$ cat config.mk
export PLATFORM = sky130hd
export DESIGN_NAME = tlb_xlat
export DESIGN_NICKNAME = d
export VERILOG_FILES = /design/src/rtl/tlb_pkg.sv /design/src/rtl/tlb_lockctl.sv /design/src/rtl/tlb_entry.sv /design/src/rtl/tlb_first_hit.sv /design/src/rtl/tlb_xlat.sv
export SDC_FILE = /design/constraint.sdc
export NUM_CORES = 2
export LEC_CHECK = 0
export BUFFER_PORTS_ARGS = -buffer_cell sky130_fd_sc_hd__buf_2
export CAP_MARGIN = 20
export CORE_ASPECT_RATIO = 0.9
export CORE_UTILIZATION = 58
export DETAILED_ROUTE_END_ITERATION = 12
export PLACE_DENSITY = 0.77
export SETUP_SLACK_MARGIN = 0.02
export SLEW_MARGIN = 10
export SYNTH_ARGS = -nofsm -noshare
export SYNTH_HDL_FRONTEND = slang
export SYNTH_SLANG_ARGS = --single-unit
$ cat constraint.sdc
create_clock -name clk_i -period 5.5 [get_ports clk_i]
set_input_delay 0.825 -clock clk_i [delete_from_list [all_inputs] [get_ports clk_i]]
set_output_delay 0.825 -clock clk_i [all_outputs]
set_load 0.1 [all_outputs]
$ cat src/rtl/tlb_pkg.sv
package tlb_pkg;
  localparam logic [2:0] REG_LOCK  = 3'd0;
  localparam logic [2:0] REG_VSTG  = 3'd1;
  localparam logic [2:0] REG_PSTG  = 3'd2;
  localparam logic [2:0] REG_LOAD  = 3'd3;
  localparam logic [2:0] REG_FLONE = 3'd4;
  localparam logic [2:0] REG_FLALL = 3'd5;
  localparam logic [2:0] REG_RDV   = 3'd6;
  localparam logic [2:0] REG_RDP   = 3'd7;

  localparam int BASE_LSB = 10;
  localparam int VICT_LSB = 4;
  localparam int VLD_BIT  = 2;

  typedef enum logic [1:0] {
    PG_4K  = 2'd0,
    PG_64K = 2'd1,
    PG_1M  = 2'd2,
    PG_16M = 2'd3
  } pgsz_e;

  function automatic logic [31:0] pg_mask(input logic [1:0] sz);
    case (pgsz_e'(sz))
      PG_4K:   pg_mask = 32'hFFFF_F000;
      PG_64K:  pg_mask = 32'hFFFF_0000;
      PG_1M:   pg_mask = 32'hFFF0_0000;
      default: pg_mask = 32'hFF00_0000;
    endcase
  endfunction
endpackage

$ cat src/rtl/tlb_lockctl.sv
module tlb_lockctl #(
  parameter int N  = 32,
  parameter int VW = $clog2(N),
  parameter int BW = VW + 1
) (
  input  logic          clk_i,
  input  logic          rst_ni,
  input  logic          reg_we_i,
  input  logic [2:0]    reg_addr_i,
  input  logic [31:0]   reg_wdata_i,
  output logic [BW-1:0] base_o,
  output logic [VW-1:0] vict_o,
  output logic [31:0]   vstg_o,
  output logic [31:0]   pstg_o,
  output logic          load_o,
  output logic          flone_o,
  output logic          flall_o
);
  import tlb_pkg::*;

  logic [BW-1:0] base_q;
  logic [VW-1:0] vict_q, vict_nxt;
  logic [31:0]   vstg_q, pstg_q;
  logic          load_ok;

  // full region or victim inside protected region blocks the load
  assign load_ok  = (base_q != BW'(N)) && ({1'b0, vict_q} >= base_q);
  assign vict_nxt = (vict_q == VW'(N - 1)) ? '0 : vict_q + 1'b1;

  always_ff @(posedge clk_i or negedge rst_ni) begin
    if (!rst_ni) begin
      base_q <= '0;
      vict_q <= '0;
      vstg_q <= '0;
      pstg_q <= '0;
    end else if (reg_we_i) begin
      case (reg_addr_i)
        REG_LOCK: begin
          base_q <= reg_wdata_i[BASE_LSB +: BW];
          vict_q <= reg_wdata_i[VICT_LSB +: VW];
        end
        REG_VSTG: vstg_q <= reg_wdata_i;
        REG_PSTG: pstg_q <= reg_wdata_i;
        REG_LOAD: if (load_ok) vict_q <= vict_nxt;
        default: ;
      endcase
    end
  end

  assign base_o  = base_q;
  assign vict_o  = vict_q;
  assign vstg_o  = vstg_q;
  assign pstg_o  = pstg_q;
  assign load_o  = reg_we_i && (reg_addr_i == REG_LOAD) && load_ok;
  assign flone_o = reg_we_i && (reg_addr_i == REG_FLONE);
  assign flall_o = reg_we_i && (reg_addr_i == REG_FLALL);
endmodule

$ cat src/rtl/tlb_entry.sv
module tlb_entry (
  input  logic        clk_i,
  input  logic        rst_ni,
  input  logic        load_i,
  input  logic        inv_i,
  input  logic [31:0] vword_i,
  input  logic [31:0] pword_i,
  input  logic [31:0] lk_va_i,
  input  logic [31:0] fl_va_i,
  output logic [31:0] vword_o,
  output logic [31:0] pword_o,
  output logic        lk_hit_o,
  output logic        fl_hit_o
);
  import tlb_pkg::*;

  logic        valid_q;
  logic [31:0] vword_q, pword_q, mask;

  always_ff @(posedge clk_i or negedge rst_ni) begin
    if (!rst_ni) begin
      valid_q <= 1'b0;
      vword_q <= '0;
      pword_q <= '0;
    end else if (load_i) begin
      valid_q <= 1'b1;
      vword_q <= vword_i | (32'd1 << VLD_BIT);
      pword_q <= pword_i;
    end else if (inv_i) begin
      valid_q <= 1'b0;
    end
  end

  assign mask     = pg_mask(vword_q[1:0]);
  assign lk_hit_o = valid_q && ((lk_va_i & mask) == (vword_q & mask));
  assign fl_hit_o = valid_q && ((fl_va_i & mask) == (vword_q & mask));
  assign vword_o  = {vword_q[31:VLD_BIT+1], vword_q[VLD_BIT] & valid_q, vword_q[VLD_BIT-1:0]};
  assign pword_o  = pword_q;
endmodule

$ cat src/rtl/tlb_first_hit.sv
module tlb_first_hit #(
  parameter int N  = 32,
  parameter int IW = $clog2(N)
) (
  input  logic [N-1:0]  req_i,
  output logic [N-1:0]  gnt_o,
  output logic [IW-1:0] idx_o,
  output logic          any_o
);
  always_comb begin
    gnt_o = '0;
    idx_o = '0;
    any_o = 1'b0;
    for (int i = 0; i < N; i++) begin
      if (req_i[i] && !any_o) begin
        any_o    = 1'b1;
        gnt_o[i] = 1'b1;
        idx_o    = IW'(i);
      end
    end
  end
endmodule

$ cat src/rtl/tlb_xlat.sv
module tlb_xlat #(
  parameter int N = 32
) (
  input  logic        clk_i,
  input  logic        rst_ni,
  input  logic        reg_we_i,
  input  logic [2:0]  reg_addr_i,
  input  logic [31:0] reg_wdata_i,
  output logic [31:0] reg_rdata_o,
  input  logic [31:0] lk_va_i,
  output logic        lk_hit_o,
  output logic [31:0] lk_pa_o
);
  import tlb_pkg::*;

  localparam int VW = $clog2(N);
  localparam int BW = VW + 1;

  logic [BW-1:0] base_w;
  logic [VW-1:0] vict_w, hit_idx;
  logic [31:0]   vstg_w, pstg_w, hit_mask;
  logic          load_w, flone_w, flall_w, hit_any;
  logic [N-1:0]  lk_hit_v, fl_hit_v, gnt_w;
  logic [31:0]   vword_a [N];
  logic [31:0]   pword_a [N];

  tlb_lockctl #(.N(N)) u_ctl (
    .clk_i(clk_i), .rst_ni(rst_ni),
    .reg_we_i(reg_we_i), .reg_addr_i(reg_addr_i), .reg_wdata_i(reg_wdata_i),
    .base_o(base_w), .vict_o(vict_w), .vstg_o(vstg_w), .pstg_o(pstg_w),
    .load_o(load_w), .flone_o(flone_w), .flall_o(flall_w)
  );

  for (genvar i = 0; i < N; i++) begin : g_ent
    tlb_entry u_ent (
      .clk_i(clk_i), .rst_ni(rst_ni),
      .load_i(load_w && (vict_w == VW'(i))),
      .inv_i(flall_w || (flone_w && fl_hit_v[i])),
      .vword_i(vstg_w), .pword_i(pstg_w),
      .lk_va_i(lk_va_i), .fl_va_i(vstg_w),
      .vword_o(vword_a[i]), .pword_o(pword_a[i]),
      .lk_hit_o(lk_hit_v[i]), .fl_hit_o(fl_hit_v[i])
    );
  end

  tlb_first_hit #(.N(N)) u_pick (
    .req_i(lk_hit_v), .gnt_o(gnt_w), .idx_o(hit_idx), .any_o(hit_any)
  );

  assign hit_mask = pg_mask(vword_a[hit_idx][1:0]);
  assign lk_hit_o = hit_any;
  assign lk_pa_o  = hit_any ? ((pword_a[hit_idx] & hit_mask) | (lk_va_i & ~hit_mask)) : '0;

  always_comb begin
    case (reg_addr_i)
      REG_LOCK: reg_rdata_o = (32'(base_w) << BASE_LSB) | (32'(vict_w) << VICT_LSB);
      REG_VSTG: reg_rdata_o = vstg_w;
      REG_PSTG: reg_rdata_o = pstg_w;
      REG_RDV:  reg_rdata_o = vword_a[vict_w];
      REG_RDP:  reg_rdata_o = pword_a[vict_w];
      default:  reg_rdata_o = '0;
    endcase
  end
endmodule

=== Word-level counts from Yosys, hierarchy flattened ===
Cells that the tools add are included.

* Input bits: 70
* Bits in registers: 2155

* Add/subtract/negate cells: 1
* Equality and inequality tests: 170
* Order comparisons: 3
* Reductions and logical operators: 299
* Bitwise logic cells: 135
* Muxes and demuxes: 177

{| class="wikitable"
|+ Operators with widths
! kind !! count
|-
| 32-bit AND || 98
|-
| 24-bit one-hot mux with 3 select lines || 33
|-
| 32-bit equality test || 64
|-
| 32-bit binary-select mux with 5-bit select || 4
|-
| 32-bit two-way mux || 7
|-
| 1-bit logical AND || 164
|-
| 32-bit one-hot mux with 5 select lines || 1
|-
| 1-bit two-way mux || 97
|-
| 5-bit two-way mux || 18
|-
| 5-bit equality test (second input constant) || 16
|-
| 2-bit by 1-bit equality test with 1-bit output (second input constant) || 33
|-
| 2-bit equality test (second input constant) || 33
|-
| 2-bit zero test || 33
|-
| 2-bit nonzero test || 33
|-
| 5-bit by 4-bit equality test with 1-bit output (second input constant) || 8
|-
| 1-bit AND || 32
|-
| 1-bit logical OR || 32
|-
| 4-bit two-way mux || 8
|-
| 32-bit NOT || 1
|-
| 32-bit bitwise OR || 1
|-
| 1-bit zero test || 31
|-
| 5-bit by 3-bit equality test with 1-bit output (second input constant) || 4
|-
| 16-bit by 9-bit bitwise OR with 16-bit output || 1
|-
| 3-bit equality test (second input constant) || 4
|-
| other kinds (17) || 29
|}

=== Logic depth before layout (Yosys ltp) ===
* Depth after elaboration: 109
* Mapped depth: 23

=== Modules after synthesis ===
Synthesis repeated with hierarchy kept, for this count alone.

* Cells, all modules: 9645
* Area total of the unflattened synthesis: 127353.4 µm²

{| class="wikitable"
|+ Modules (own cells, without submodules)
! module !! seq. area each (µm²) !! times used !! cells an instance !! area each (µm²)
|-
| tlb_entry || 1626.6 || 32 || 233 || 3123.0
|-
| tlb_xlat || 0.0 || 1 || 1851 || 23572.6
|-
| tlb_lockctl || 1876.8 || 1 || 216 || 3123.0
|-
| tlb_first_hit || 0.0 || 1 || 122 || 721.9
|}

=== Least setup slack after synthesis ===
No wires, ideal clock.

* Kind: in2out
* Start: in lk_va_i[25]
* End: out lk_pa_o[20]
* Stages on the path: 19
* Arrival time: 6.515 ns
* Buffers on the path: 5
* Slack: -1.840 ns
* Cells stage by stage: buf_2 buf_6 buf_6 xor2_1 a2111oi_2 o31ai_1 or4_1 nand4_1 nor3_2 and2_4 o311a_1 and2_1 buf_6 a32o_1 or4b_1 or4_1 buf_2 nor4_4 mux2i_1

* Longest elaborated chain between the ends: 107
* Elaborated cells between the ends (all ways): 237
* Those cells by class: eq/ne (34); mux (71); bitwise (37); reduce/logical (95)

{| class="wikitable"
|+ Ends and longest elaborated chain
! element !! RTL line !! text
|-
| from (decl) || tlb_xlat.sv:10 || <nowiki>input logic [31:0] lk_va_i,</nowiki>
|-
| 32-bit AND || tlb_entry.sv:35 || <nowiki>assign lk_hit_o = valid_q && ((lk_va_i & mask) == (vword_q & mask));</nowiki>
|-
| 32-bit equality test || tlb_entry.sv:35 ||
|-
| 1-bit logical AND || tlb_entry.sv:35 ||
|-
| 1-bit two-way mux || tlb_first_hit.sv:15 || <nowiki>if (req_i[i] && !any_o) begin</nowiki>
|-
| 1-bit zero test || tlb_first_hit.sv:15 ||
|-
| 1-bit logical AND || tlb_first_hit.sv:15 ||
|-
| 1-bit two-way mux || tlb_first_hit.sv:15 ||
|-
| 1-bit zero test || tlb_first_hit.sv:15 ||
|-
| [... 90 more ...] || - ||
|-
| 32-bit binary-select mux with 5-bit select || tlb_xlat.sv:50 || <nowiki>assign hit_mask = pg_mask(vword_a[hit_idx][1:0]);</nowiki>
|-
| 2-bit two-way mux (not written as such) (2 in a row) || tlb_xlat.sv:50 ||
|-
| 2-bit equality test (tied with other cells) || tlb_pkg.sv:23 || <nowiki>case (pgsz_e'(sz))</nowiki>
|-
| 24-bit one-hot mux with 3 select lines || tlb_pkg.sv:23 ||
|-
| 32-bit NOT || tlb_xlat.sv:52 || <nowiki>assign lk_pa_o = hit_any ? ((pword_a[hit_idx] & hit_mask) | (lk_va_i & ~hit_mask)) : '0;</nowiki>
|-
| 32-bit AND || tlb_xlat.sv:52 ||
|-
| 32-bit bitwise OR || tlb_xlat.sv:52 ||
|-
| 32-bit two-way mux (*) || tlb_xlat.sv:52 ||
|-
| to (decl) || tlb_xlat.sv:12 || <nowiki>output logic [31:0] lk_pa_o</nowiki>
|}

Every way passes the cells marked *; elsewhere a longest branch is shown, timed or not. The select of a mux whose other input is x is not followed.

=== Worst setup path in the final report ===
* Start: reg g_ent[2].u_ent.vword_q[20]
* End: out lk_pa_o[22]

* Longest elaborated chain between the ends: 102
* Elaborated cells between the ends (all ways): 138
* Those cells by class: eq/ne (3); mux (68); bitwise (6); reduce/logical (61)

{| class="wikitable"
|+ Ends and longest elaborated chain
! element !! RTL line !! text
|-
| from (decl) || tlb_entry.sv:18 || <nowiki>logic [31:0] vword_q, pword_q, mask;</nowiki>
|-
| from (signal assigned) || tlb_entry.sv:27 || <nowiki>vword_q <= vword_i | (32'd1 << VLD_BIT);</nowiki>
|-
| 32-bit AND (*) || tlb_entry.sv:35 ||
|-
| 32-bit equality test (*) || tlb_entry.sv:35 ||
|-
| 1-bit logical AND (*) || tlb_entry.sv:35 ||
|-
| 1-bit logical AND (*) || tlb_first_hit.sv:15 ||
|-
| 1-bit two-way mux || tlb_first_hit.sv:15 ||
|-
| 1-bit zero test || tlb_first_hit.sv:15 ||
|-
| 1-bit logical AND || tlb_first_hit.sv:15 ||
|-
| 1-bit two-way mux || tlb_first_hit.sv:15 ||
|-
| [... 85 more ...] || - ||
|-
| 32-bit binary-select mux with 5-bit select || tlb_xlat.sv:50 ||
|-
| 2-bit two-way mux (not written as such) (2 in a row) || tlb_xlat.sv:50 ||
|-
| 2-bit equality test (tied with other cells) || tlb_pkg.sv:23 ||
|-
| 24-bit one-hot mux with 3 select lines || tlb_pkg.sv:23 ||
|-
| 32-bit NOT || tlb_xlat.sv:52 ||
|-
| 32-bit AND || tlb_xlat.sv:52 ||
|-
| 32-bit bitwise OR || tlb_xlat.sv:52 ||
|-
| 32-bit two-way mux (*) || tlb_xlat.sv:52 ||
|}

Marked as above.

==> results.toml <==
[critical_path]
crit_chain = "xor2_1 > a21o_1 > a2111oi_4 > o221ai_2 > nand4_1 > buf_4 > nor4b_4 > buf_6 > o211ai_4 > and2_4 > buf_6 > a21oi_1 > buf_4 > mux2i_4 > o22ai_4 > or4_4 > buf_6 > nor4_4 > buf_12 > mux2i_4 > buf_12"
crit_fanout = 7
path_common_cell = "buf_6"
path_buf_inv = 7
critPathTopFamily = "compound AO/OA/AOI/OAI gates"
cp.arrival_ns = 5.99
cp-start-kind = "flop"
worstSetupEndpointType = "primary output"
worstPathRequired_ns = 4.68
cp_slowest_cell = "a2111oi_4"
cpPeakStageDelay_ns = 0.64
path_class = "flop to primary output"

[synthesis]
yosysSeqAreaShare_pct = 44.7
syn_nets = 9459
ys_seq_elements = 2155
syn_inst = 9378
syn_avg_cell_area_um2 = 12.9
syn_area_um2 = 121000
synth_edf_count = 0
ys_types = 94
synthArstFlopShare_pct = 100
yosysWarnings = 0
synth-main-ff-cell = "dfrtp_1"

[placement]
portBuffers = 134
gp_congestion = 1.06
dp_hpwl_um = 326000
dpl_cell_area_um2 = 135000

[drt]
routed_via_density = 6.86
antenna_left = 0
vias = 91300
drcViolationCount = 0
routed_wl_um = 474000
dr.pass1.iters = 7
drtIter0Drc = 10900
post_drt_wl_per_cell_um = 35.6

[power]
swShare_pct = 34.5
ir_drop_mv = 0.337
power_density_nw_per_um2 = 332
pwr-share-seq_pct = 38.4
pwr-share-comb_pct = 27.8
p_int_mw = 31.5
total_power_mw = 48.0
p_switching_mw = 16.6
p_clk_share_pct = 33.7
leakage_nw = 67.2

[run_status]
violations = "setup timing"
status = "complete, but fails checks"

[floorplan]
ios = 135
rows = 158
start_util_pct = 58.5
coreArea_um2 = 206000
die_w_um = 483
die-area_um2 = 210000
fp.dieH_um = 435

[timing]
final.setup.tns_ns = -21.61
finalCritPeriodShare_pct = 124
finalHoldViolCount = 0
finalCriticalPeriod_ns = 6.81
skew_ns = 0.0678
rsz0062_at_grt = "yes"
fmax_mhz = 147
finalWorstSetupSlack_ns = -1.31
worst_pin_slew_ns = 1.17
setup_viol = 20
slew_headroom_pct = 21.7
slew_viol_final = 0

[global_route]
grt_overflow = 0
antenna_found_initial = 37
grt_pass1_wl_um = 678000
grt_pass1_vias = 93700
groute.usage.overall_pct = 45.3
grt_max_degree = 168

[clock_network]
ctsHtreeMaxLevel = 4
cts_sinks = 2155
clockBufferDepth = 3
cts_root_buffer = "clkbuf_16"
cts_made_buffers = 222
cts_tree = "built"
clk_pin_slew_ns = 0.07
clk_latency_ns = 0.92

[worst_hold_path]
holdCritPathClass = "input pin to flop"

[finish]
final_area_um2 = 145000
post-route-util_pct = 70.1
drive_gt1_share_pct = 47.5
finalNetCount = 10500
syn_to_final_growth_pct = 19.7

[run]
maxCapViolCount = 0
-- what timing repair did --
| item | CTS | global route |
|---|---|---|
| hold buffers | 1 | 0 |
| hold endpoints to repair | 8 | 0 |
| gates resized for setup | 227 | 68 |
| setup buffers | 40 | 11 |
| cloned | 12 | 2 |
| pin swaps | 47 | 38 |
| endpoints found under the setup margin | 35 | 34 |
-- synth_stat cells, drive strengths merged, types with 129 or more instances --
| master | n | area, um^2 |
|---|---|---|
| nand2 | 450 | 1690 |
| buf | 266 | 1490 |
| nor4 | 129 | 862 |
| xor2 | 532 | 4660 |
| a21oi | 159 | 796 |
| mux2 | 2046 | 23000 |
| xnor2 | 616 | 5400 |
| mux2i | 271 | 2710 |
| mux4 | 636 | 14300 |
| dfrtp | 2155 | 53900 |
| clkbuf | 645 | 2420 |
| o21ai | 190 | 951 |
| nor2 | 147 | 552 |
-- worst reg2reg max path, delay by kind of cell (launching register included) --
family                   cells  cell delay (ns)
AO/OA/AOI/OAI                3             0.21
buffers and inverters        5             1.15
flip-flops                   1             0.45
multiplexers                 1             0.45
AND/OR/NAND/NOR              7             1.81
adder cells (fa/ha/maj)      1             0.29
-- worst paths after layout --
| kind | slack (ns) | endpoint | start | cells past startpoint |
|---|---|---|---|---|
| worst min-delay path | 0.16 | u_ctl.vstg_o[28] | reg_wdata_i[28] | 2 |
| worst max-delay path | -1.31 | lk_pa_o[22] | g_ent[2].u_ent.vword_q[20] | 21 |
| max in group asynchronous | 3.29 | g_ent[29].u_ent.vword_q[24] | rst_ni | 3 |
| worst max register to register | 1.02 | g_ent[9].u_ent.pword_o[3] | u_ctl.vict_o[0] | 17 |
| worst min register to register | 0.47 | g_ent[11].u_ent.vword_q[2] | g_ent[11].u_ent.vword_q[2] | 1 |
| min in group asynchronous | 0.62 | g_ent[2].u_ent.vword_q[31] | rst_ni | 2 |
-- registers in the layout, summed over array words and instances (netlist names) --
| register | count |
|---|---|
| u_ctl.base_o | 6 |
| g_ent.u_ent.valid_q | 32 |
| g_ent.u_ent.pword_o | 1024 |
| g_ent.u_ent.vword_q | 1024 |
| u_ctl.vstg_o | 32 |
| u_ctl.vict_o | 5 |
| u_ctl.pstg_o | 32 |
-- cell usage in the layout, fill, tap and decap left out, drive strengths merged, types with 14 or more instances in the layout --
cell type	count
diode	17
a41oi	16
a21oi	159
nand3	110
a31o	16
nand2	450
a221oi	66
dfrtp	2155
nand2b	64
o221ai	16
or4	14
clkbuf	309
and2	25
buf	1683
xnor2	616
mux2	2046
xor2	532
a31oi	54
o211ai	19
and3	48
bufinv	25
nand4	103
o22ai	72
or2	30
nor2b	24
nor2	147
a32oi	35
a41o	32
mux4	636
a211oi	20
inv	63
nor4	129
o2111ai	24
nor3	81
o21ai	190
a22oi	27
a2111oi	21
nor3b	16
mux2i	271
clkinv	69
-- layout make-up --
class                   instances  area, um^2
diodes                         17        42.5
clock buffers                 306        6330
multi-input cells            6252       63900
well taps                    2720        3400
repair buffers               1690       15200
inverters                      60         225
flip-flops and latches       2155       54000
clock inverters               107        1470
fillers                     14100       61800
-- metal layers --
metal | vias to the layer above | track usage [%] | wire length, um
met5 | - | 0 | 138
met4 | 24 | 30.3 | 37800
met3 | 1717 | 11.6 | 48800
met2 | 5594 | 67.0 | 211000
met1 | 47400 | 58.7 | 176000
li1 | 36600 | - | -
-- metrics by stage --
step	instances	setup WS [ns]	hold WS [ns]
floorplan	9378	-1.07	0.427
global placement	12800	-2.43	0.442
detailed placement	12800	-2.13	0.446
CTS	13300	-1.38	0.141
global route	13300	-1.41	0.155
finish	13300	-1.31	0.163
-- power groups by stage --
| stage | clock [mW] | sequential [mW] | combinational (mW) |
|---|---|---|---|
| 6_report | 16.2 | 18.5 | 13.4 |
| 5_1_grt | 16.9 | 18.6 | 13.8 |
| 4_1_cts | 16.3 | 18.5 | 12.8 |
| 3_5_place_dp | 0 | 18.8 | 12.7 |
| 3_3_place_gp | 0 | 18.7 | 12.6 |
| 2_1_floorplan | 0 | 17.7 | 8.25 |
-- cells by family (layout without fill, tap and decap cells) --
group | count (synthesis) | in the layout | share of synthesized area [%]
compound gates | 859 | 859 | 4.89
xor+xnor | 1148 | 1148 | 8.33
fa+ha+maj | 11 | 11 | 0.114
buf+inv | 971 | 2163 | 3.43
flops | 2155 | 2155 | 44.7
mux | 2953 | 2953 | 33.2
other cells | 0 | 17 | 0
simple gates | 1281 | 1281 | 5.39
(Power assumes the default switching activity.)
